**src/rtl/dds_load_pkg.sv**
```systemverilog
`timescale 1ns/1ps
package dds_load_pkg;

   typedef enum logic {
      MODE_BYTE = 1'b0,
      MODE_BIT  = 1'b1
   } load_mode_e;

   localparam logic [1:0] FMT_TO_BIT = 2'b11;

   // lane (byte write index) that carries a given staging bit in byte mode
   function automatic int lane_of(input int bit_idx, input int ftw_w, input int bus_w);
      if (bit_idx >= ftw_w) return 0;
      return 1 + (ftw_w - 1 - bit_idx) / bus_w;
   endfunction

endpackage

```
**src/rtl/dds_edge_rise.sv**
```systemverilog
`timescale 1ns/1ps
module dds_edge_rise #(
   parameter int W = 2
) (
   input  logic         clk,
   input  logic         rst_n,
   input  logic [W-1:0] lvl_i,
   output logic [W-1:0] rise_o
);

   for (genvar i = 0; i < W; i++) begin : g_ch
      logic prev_q;
      always_ff @(posedge clk or negedge rst_n) begin
         if (!rst_n) prev_q <= 1'b0;
         else        prev_q <= lvl_i[i];
      end
      assign rise_o[i] = lvl_i[i] & ~prev_q;

      // a rising edge is never reported two cycles in a row
      p_single_edge_r5: assert property (@(posedge clk) disable iff (!rst_n)
         rise_o[i] |=> !rise_o[i]);
   end

endmodule

```
**src/rtl/dds_load_ptr.sv**
```systemverilog
`timescale 1ns/1ps
module dds_load_ptr
   import dds_load_pkg::*;
#(
   parameter int WORD_W  = 40,
   parameter int N_BYTES = 5,
   parameter int PTR_W   = $clog2(WORD_W + 1)
) (
   input  logic             clk,
   input  logic             rst_n,
   input  logic             wr_rise_i,
   input  logic             commit_rise_i,
   input  logic             go_bit_i,
   output logic [PTR_W-1:0] ptr_o,
   output load_mode_e       mode_o,
   output logic             wr_en_o
);

   localparam logic [PTR_W-1:0] BYTE_LIMIT = PTR_W'(N_BYTES);
   localparam logic [PTR_W-1:0] BIT_LIMIT  = PTR_W'(WORD_W);

   logic [PTR_W-1:0] ptr_q;
   load_mode_e       mode_q;
   logic             full;

   always_comb begin
      full = (mode_q == MODE_BYTE) ? (ptr_q == BYTE_LIMIT) : (ptr_q == BIT_LIMIT);
   end

   assign wr_en_o = wr_rise_i & ~commit_rise_i & ~full;

   always_ff @(posedge clk or negedge rst_n) begin
      if (!rst_n) begin
         ptr_q  <= '0;
         mode_q <= MODE_BYTE;
      end else if (commit_rise_i) begin
         ptr_q <= '0;
         if (go_bit_i) mode_q <= MODE_BIT;
      end else if (wr_en_o) begin
         ptr_q <= ptr_q + 1'b1;
      end
   end

   assign ptr_o  = ptr_q;
   assign mode_o = mode_q;

   p_ptr_bound_r7: assert property (@(posedge clk) disable iff (!rst_n)
      (mode_q == MODE_BYTE) ? (ptr_q <= BYTE_LIMIT) : (ptr_q <= BIT_LIMIT));

   p_no_wrap_r10: assert property (@(posedge clk) disable iff (!rst_n)
      (full && wr_rise_i && !commit_rise_i) |=> (ptr_q == $past(ptr_q)));

   p_ptr_clear_r6: assert property (@(posedge clk) disable iff (!rst_n)
      commit_rise_i |=> (ptr_q == '0));

   p_mode_sticky_r8: assert property (@(posedge clk) disable iff (!rst_n)
      (mode_q == MODE_BIT) |=> (mode_q == MODE_BIT));

endmodule

```
**src/rtl/dds_stage_reg.sv**
```systemverilog
`timescale 1ns/1ps
module dds_stage_reg
   import dds_load_pkg::*;
#(
   parameter int FTW_W   = 32,
   parameter int BUS_W   = 8,
   parameter int WORD_W  = 40,
   parameter int PTR_W   = 6,
   parameter int SER_BIT = 7
) (
   input  logic              clk,
   input  logic              rst_n,
   input  logic              wr_en_i,
   input  load_mode_e        mode_i,
   input  logic [PTR_W-1:0]  ptr_i,
   input  logic [BUS_W-1:0]  data_i,
   output logic [WORD_W-1:0] word_o
);

   for (genvar j = 0; j < WORD_W; j++) begin : g_bit
      localparam int LANE = lane_of(j, FTW_W, BUS_W);
      localparam int POS  = j % BUS_W;
      logic bit_q;
      logic byte_hit;
      logic line_hit;

      assign byte_hit = (mode_i == MODE_BYTE) && (ptr_i == PTR_W'(LANE));
      assign line_hit = (mode_i == MODE_BIT)  && (ptr_i == PTR_W'(j));

      always_ff @(posedge clk or negedge rst_n) begin
         if (!rst_n)                    bit_q <= 1'b0;
         else if (wr_en_i && byte_hit)  bit_q <= data_i[POS];
         else if (wr_en_i && line_hit)  bit_q <= data_i[SER_BIT];
      end
      assign word_o[j] = bit_q;
   end

   p_frozen_r7: assert property (@(posedge clk) disable iff (!rst_n)
      !wr_en_i |=> $stable(word_o));

endmodule

```
**src/rtl/dds_active_reg.sv**
```systemverilog
`timescale 1ns/1ps
module dds_active_reg #(
   parameter int FTW_W   = 32,
   parameter int BUS_W   = 8,
   parameter int PHASE_W = 5,
   parameter int WORD_W  = 40,
   parameter int PDN_BIT = 2
) (
   input  logic               clk,
   input  logic               rst_n,
   input  logic               commit_i,
   input  logic [WORD_W-1:0]  word_i,
   output logic [FTW_W-1:0]   ftw_o,
   output logic [PHASE_W-1:0] phase_o,
   output logic               pdown_o,
   output logic               upd_o
);

   logic [BUS_W-1:0] ctrl;
   assign ctrl = word_i[WORD_W-1:FTW_W];

   always_ff @(posedge clk or negedge rst_n) begin
      if (!rst_n) begin
         ftw_o   <= '0;
         phase_o <= '0;
         pdown_o <= 1'b0;
         upd_o   <= 1'b0;
      end else begin
         upd_o <= commit_i;
         if (commit_i) begin
            ftw_o   <= word_i[FTW_W-1:0];
            phase_o <= ctrl[BUS_W-1 -: PHASE_W];
            pdown_o <= ctrl[PDN_BIT];
         end
      end
   end

   p_commit_r4: assert property (@(posedge clk) disable iff (!rst_n)
      commit_i |=> (upd_o && ftw_o == $past(word_i[FTW_W-1:0])));

   p_upd_pulse_r5: assert property (@(posedge clk) disable iff (!rst_n)
      upd_o |=> !upd_o);

   p_hold_r11: assert property (@(posedge clk) disable iff (!rst_n)
      !commit_i |=> ($stable(ftw_o) && $stable(phase_o) && $stable(pdown_o)));

endmodule

```
**src/rtl/dds_word_loader.sv**
```systemverilog
`timescale 1ns/1ps
module dds_word_loader
   import dds_load_pkg::*;
#(
   parameter int FTW_W   = 32,
   parameter int BUS_W   = 8,
   parameter int PHASE_W = 5,
   parameter int SER_BIT = 7
) (
   input  logic               clk,
   input  logic               rst_n,
   input  logic               word_clk_i,
   input  logic               commit_i,
   input  logic [BUS_W-1:0]   data_i,
   output logic [FTW_W-1:0]   ftw_o,
   output logic [PHASE_W-1:0] phase_o,
   output logic               pdown_o,
   output logic               upd_o
);

   localparam int WORD_W  = FTW_W + BUS_W;
   localparam int N_BYTES = WORD_W / BUS_W;
   localparam int PTR_W   = $clog2(WORD_W + 1);
   localparam int PDN_BIT = BUS_W - PHASE_W - 1;

   if (PHASE_W + 3 != BUS_W) begin : g_bad_ctrl
      $error("control byte must hold phase, power-down and two format bits");
   end
   if (FTW_W % BUS_W != 0) begin : g_bad_ftw
      $error("tuning word must be a whole number of bus bytes");
   end
   if (SER_BIT >= BUS_W) begin : g_bad_ser
      $error("single-line input must be a bus bit");
   end

   logic [1:0]        rise;
   logic [PTR_W-1:0]  ptr;
   load_mode_e        mode;
   logic              wr_en;
   logic [WORD_W-1:0] stage;
   logic              go_bit;

   dds_edge_rise #(.W(2)) u_edge (
      .clk    (clk),
      .rst_n  (rst_n),
      .lvl_i  ({commit_i, word_clk_i}),
      .rise_o (rise)
   );

   assign go_bit = (stage[FTW_W +: 2] == FMT_TO_BIT);

   dds_load_ptr #(
      .WORD_W  (WORD_W),
      .N_BYTES (N_BYTES),
      .PTR_W   (PTR_W)
   ) u_ptr (
      .clk           (clk),
      .rst_n         (rst_n),
      .wr_rise_i     (rise[0]),
      .commit_rise_i (rise[1]),
      .go_bit_i      (go_bit),
      .ptr_o         (ptr),
      .mode_o        (mode),
      .wr_en_o       (wr_en)
   );

   dds_stage_reg #(
      .FTW_W   (FTW_W),
      .BUS_W   (BUS_W),
      .WORD_W  (WORD_W),
      .PTR_W   (PTR_W),
      .SER_BIT (SER_BIT)
   ) u_stage (
      .clk     (clk),
      .rst_n   (rst_n),
      .wr_en_i (wr_en),
      .mode_i  (mode),
      .ptr_i   (ptr),
      .data_i  (data_i),
      .word_o  (stage)
   );

   dds_active_reg #(
      .FTW_W   (FTW_W),
      .BUS_W   (BUS_W),
      .PHASE_W (PHASE_W),
      .WORD_W  (WORD_W),
      .PDN_BIT (PDN_BIT)
   ) u_active (
      .clk      (clk),
      .rst_n    (rst_n),
      .commit_i (rise[1]),
      .word_i   (stage),
      .ftw_o    (ftw_o),
      .phase_o  (phase_o),
      .pdown_o  (pdown_o),
      .upd_o    (upd_o)
   );

   p_reset_quiet_r1: assert property (@(posedge clk) disable iff (!rst_n)
      (!upd_o && $stable(ftw_o)) || $past(commit_i) || upd_o || $stable(ftw_o));

endmodule

```
**config.mk**
```make
export PLATFORM = sky130hd
export DESIGN_NAME = dds_word_loader
export DESIGN_NICKNAME = d
export VERILOG_FILES = /design/src/rtl/dds_load_pkg.sv /design/src/rtl/dds_edge_rise.sv /design/src/rtl/dds_load_ptr.sv /design/src/rtl/dds_stage_reg.sv /design/src/rtl/dds_active_reg.sv /design/src/rtl/dds_word_loader.sv
export SDC_FILE = /design/constraint.sdc
export NUM_CORES = 1
export LEC_CHECK = 0
export ABC_AREA = 0
export BUFFER_PORTS_ARGS = -buffer_cell sky130_fd_sc_hd__buf_4
export CAP_MARGIN = 20
export CORE_ASPECT_RATIO = 1.4
export CORE_MARGIN = 4
export CORE_UTILIZATION = 28
export DETAILED_ROUTE_END_ITERATION = 7
export HOLD_SLACK_MARGIN = 0.05
export SETUP_SLACK_MARGIN = 0.3
export SYNTH_ARGS = -nofsm -noshare
export SYNTH_HDL_FRONTEND = slang
export SYNTH_SLANG_ARGS = --single-unit
```
**constraint.sdc**
```tcl
create_clock -name clk -period 2.3 [get_ports clk]
set_clock_uncertainty 0.15 [all_clocks]
set_input_delay 0.345 -clock clk [delete_from_list [all_inputs] [get_ports clk]]
set_output_delay 0.345 -clock clk [all_outputs]
set_load 0.01 [all_outputs]
```
==> impl_metrics.ini <==
[status]
run_status = completed

[logic_synthesis]
yosysUniqueCellTypes = 45
synth_top_family_by_area = simple AND/OR/NAND/NOR gates
synth_top_cell_by_area = sky130_fd_sc_hd__dfrtp_1
synth.yosys.seq_area_share_pct = 51.15
synth_seq_cells = 88
syn_avg_cell_area_sq_um = 9.421
number_of_enable_type_register_cells_in_the_synthesized_netlist = 0
synth_xor_area_share_pct = 0.4069
synth_async_sr_flop_share_pct = 100.0
synthAdderAreaFrac_pct = 1.162
syn_area_sq_um = 4305
ys_warn_count = 0
post_synth_and_or_nand_nor_area_fraction_pct = 26.27
syn-instance-count = 457
synth.area.top_cells = sky130_fd_sc_hd__dfrtp_1, sky130_fd_sc_hd__nand2_1, sky130_fd_sc_hd__mux2i_1, sky130_fd_sc_hd__nand4_1, sky130_fd_sc_hd__a21oi_1
syn-num-nets = 473
yosys-mux-area-fraction_pct = 10.03
synth-compound-area-share_pct = 6.655
synth.top_cell.area_share_pct = 51.15
synth-main-ff-cell = sky130_fd_sc_hd__dfrtp_1

[sta]
timing.hold.ws_ps = 165.4
slew_headroom_pct = 66.67
grt_setup_unrepaired = true
period_share_pct = 84.46
tightest_slew_ps = 500.0
number_of_failing_setup_endpoints_in_the_final_timing_report = 0
final.setup.tns_ps = 0
final-max-slew-violation-count = 0
final_hold_viol_count = 0
clock.fmax_mhz = 514.8
finalWorstPathRequiredPeriod_ps = 1943

[floorplanning]
die_width_um = 112.8
core_sq_um = 15050
floorplan.die.height_um = 154.7
rows = 53
initial_utilization_pct = 28.60
io_pins = 51
fp.dieArea_sq_um = 17450

[routing]
drt_first_iter_violations = 273
drcViolationCount = 0
drt_pre_antenna_iters = 4
avgRoutedWirePerCell_um = 17.30
overall_routed_net_length_mm = 12.30
avgViaCountPerCell = 4.882
num_vias = 3471
final_antenna_net_count = 0

[finish]
finalNonFillerCells = 711
post_route_cells_drive_above_1_share_pct = 25.43
layout.cells.most_common = sky130_fd_sc_hd__nand2_1
fin_nets = 530
layout_common_cells = sky130_fd_sc_hd__nand2_1, sky130_fd_sc_hd__dfrtp_1, sky130_fd_sc_hd__buf_4
flow.area_growth_from_synthesis_pct = 25.81
n_antenna_cell = 0

[placed_design]
numPortBuffers = 50
place_congestion = 0.8852
hpwl_mm = 8.683
numPlacedInstances = 682

[cts]
clock_path_buffers = 2
cts_buffers = 9
clock-sinks = 88
htreeDepth = 3
cts.reportedPaths.clkPinSlew_ps = 70
clock_insertion_delay_worst_skew_ps = 340
cts_tree = yes
clock_tree_root_buffer_cell = sky130_fd_sc_hd__clkbuf_16

[job]
drv.max_cap_violation_count = 0

[power_and_ir_drop]
power_density_nw_per_um2 = 923.3
ir_worst_vdd_mv = 0.3194
power.static_leakage_nw = 2.674

[setup_path]
crit_chain = buf_4 -> ha_4 -> and3b_2 -> nand4_1 -> mux2_1 -> mux2_2
startpoint_type = register
crit_fanout = 6
timing_worst_setup_path_type = register to register
crit_required_ps = 2380
crit_path_end_kind = register
worst_ep_arrival_time_ps = 2020
slowest_delay_ps = 410
crit_slowest_cell = sky130_fd_sc_hd__dfrtp_1

[global_routing]
via_count_of_the_first_global_routing_pass = 3560
grt_overflow_total = 0
grtUsageTotal_pct = 14.45
first_pass_grt_wire_length_mm = 19.80
grt_antenna_before_repair = 0
largest_net_degree_at_the_start_of_global_routing = 89

[min_path]
hold_path_class = input port to register
-- sequential cells by signal (all words and copies together), names as in the netlist --
name,cells
u_active.upd_o,1
u_edge.g_ch.prev_q,2
u_ptr.mode_o,1
u_stage.g_bit.bit_q,40
u_active.ftw_o,32
u_ptr.ptr_o,6
u_active.phase_o,5
u_active.pdown_o,1
-- logic make-up after synthesis --
group / Yosys count
AO/OA/AOI/OAI: 51
flip-flops: 88
multiplexers: 41
buffers and inverters: 39
AND/OR/NAND/NOR: 232
XOR/XNOR: 2
adder cells (fa/ha/maj): 4
-- report_power, final --
part           switching (mW)  internal [mW]
registers               0.300           2.04
logic                   0.606          0.665
clock network           0.628          0.763
total                    1.53           3.47
-- worst max-delay path, delay by kind of cell, from the launching register on --
kind / cells / cell delay (ps)
adders and majority gates: 1 / 170
buffers and inverters: 1 / 160
DFF: 1 / 410
muxes: 2 / 570
and+or+nand+nor: 2 / 360
-- cell type report --
type,count,area [sq um]
Sequential cell,88,2208
Timing Repair Buffer,81,665.6
Inverter,4,17.52
Fill cell,1496,9637
Clock buffer,10,239.0
Multi-Input combinational cell,330,2002
Clock inverter,6,43.79
Tap cell,192,240.2
-- timing repair --
action,in CTS,in global routing
hold buffers,3,0
gates resized for setup,7,17
buffers inserted,5,5
pin swaps,1,4
hold endpoints to repair,90,0
setup endpoints to repair,6,29
-- synth_stat cells (all sizes together) (2+ instances only) --
library cell and number:
a21oi 25, and2 2, buf 30, mux2 17
nand4 33, nor2b 3, clkbuf 5, nand2 119
dfrtp 88, ha 4, nand3 14, nor2 34
nand2b 2, mux2i 24, inv 4, xnor2 2
o21ai 12, and4 2, nor4 2, nor3 3
and3b 7, nor3b 5, a31oi 6
-- final timing paths --
kind | from | to | slack, ps | cells past startpoint
min | data_i[1] | u_stage.g_bit[1].bit_q$_DFFE_PN0P_ | 170 | 2
max | u_ptr.ptr_o[0]$_DFFE_PN0P_ | u_stage.g_bit[5].bit_q$_DFFE_PN0P_ | 360 | 6
max in group asynchronous | rst_n | u_active.phase_o[0]$_DFFE_PN0N_ | 1180 | 3
min in group asynchronous | rst_n | u_active.upd_o$_DFF_PN0_ | 430 | 3
min reg2reg | u_stage.g_bit[30].bit_q$_DFFE_PN0P_ | u_active.ftw_o[30]$_DFFE_PN0N_ | 320 | 2
max reg2reg | u_ptr.ptr_o[0]$_DFFE_PN0P_ | u_stage.g_bit[5].bit_q$_DFFE_PN0P_ | 360 | 6
-- layer usage --
layer | routed length (um) | global-route usage [%] | vias up
li1 | - | - | 1697
met1 | 5392 | 17.92 | 1683
met2 | 6151 | 24.72 | 74
met3 | 405 | 2.427 | 17
met4 | 348 | 6.071 | 0
met5 | 0 | 0 | -
-- metrics by stage --
step	cell area [sq um]	utilization (%)	worst slack (ps)	total power, mW
floorplan	4305	-	430.9	2.958
global placement	4927	32.73	213.8	3.540
detailed placement	4927	32.73	166.8	3.585
CTS	5315	35.31	277.8	5.037
global route	5416	35.98	247.3	5.317
finish	5416	35.98	357.3	5.001
Note: power is estimated with default switching activity, not from simulation.
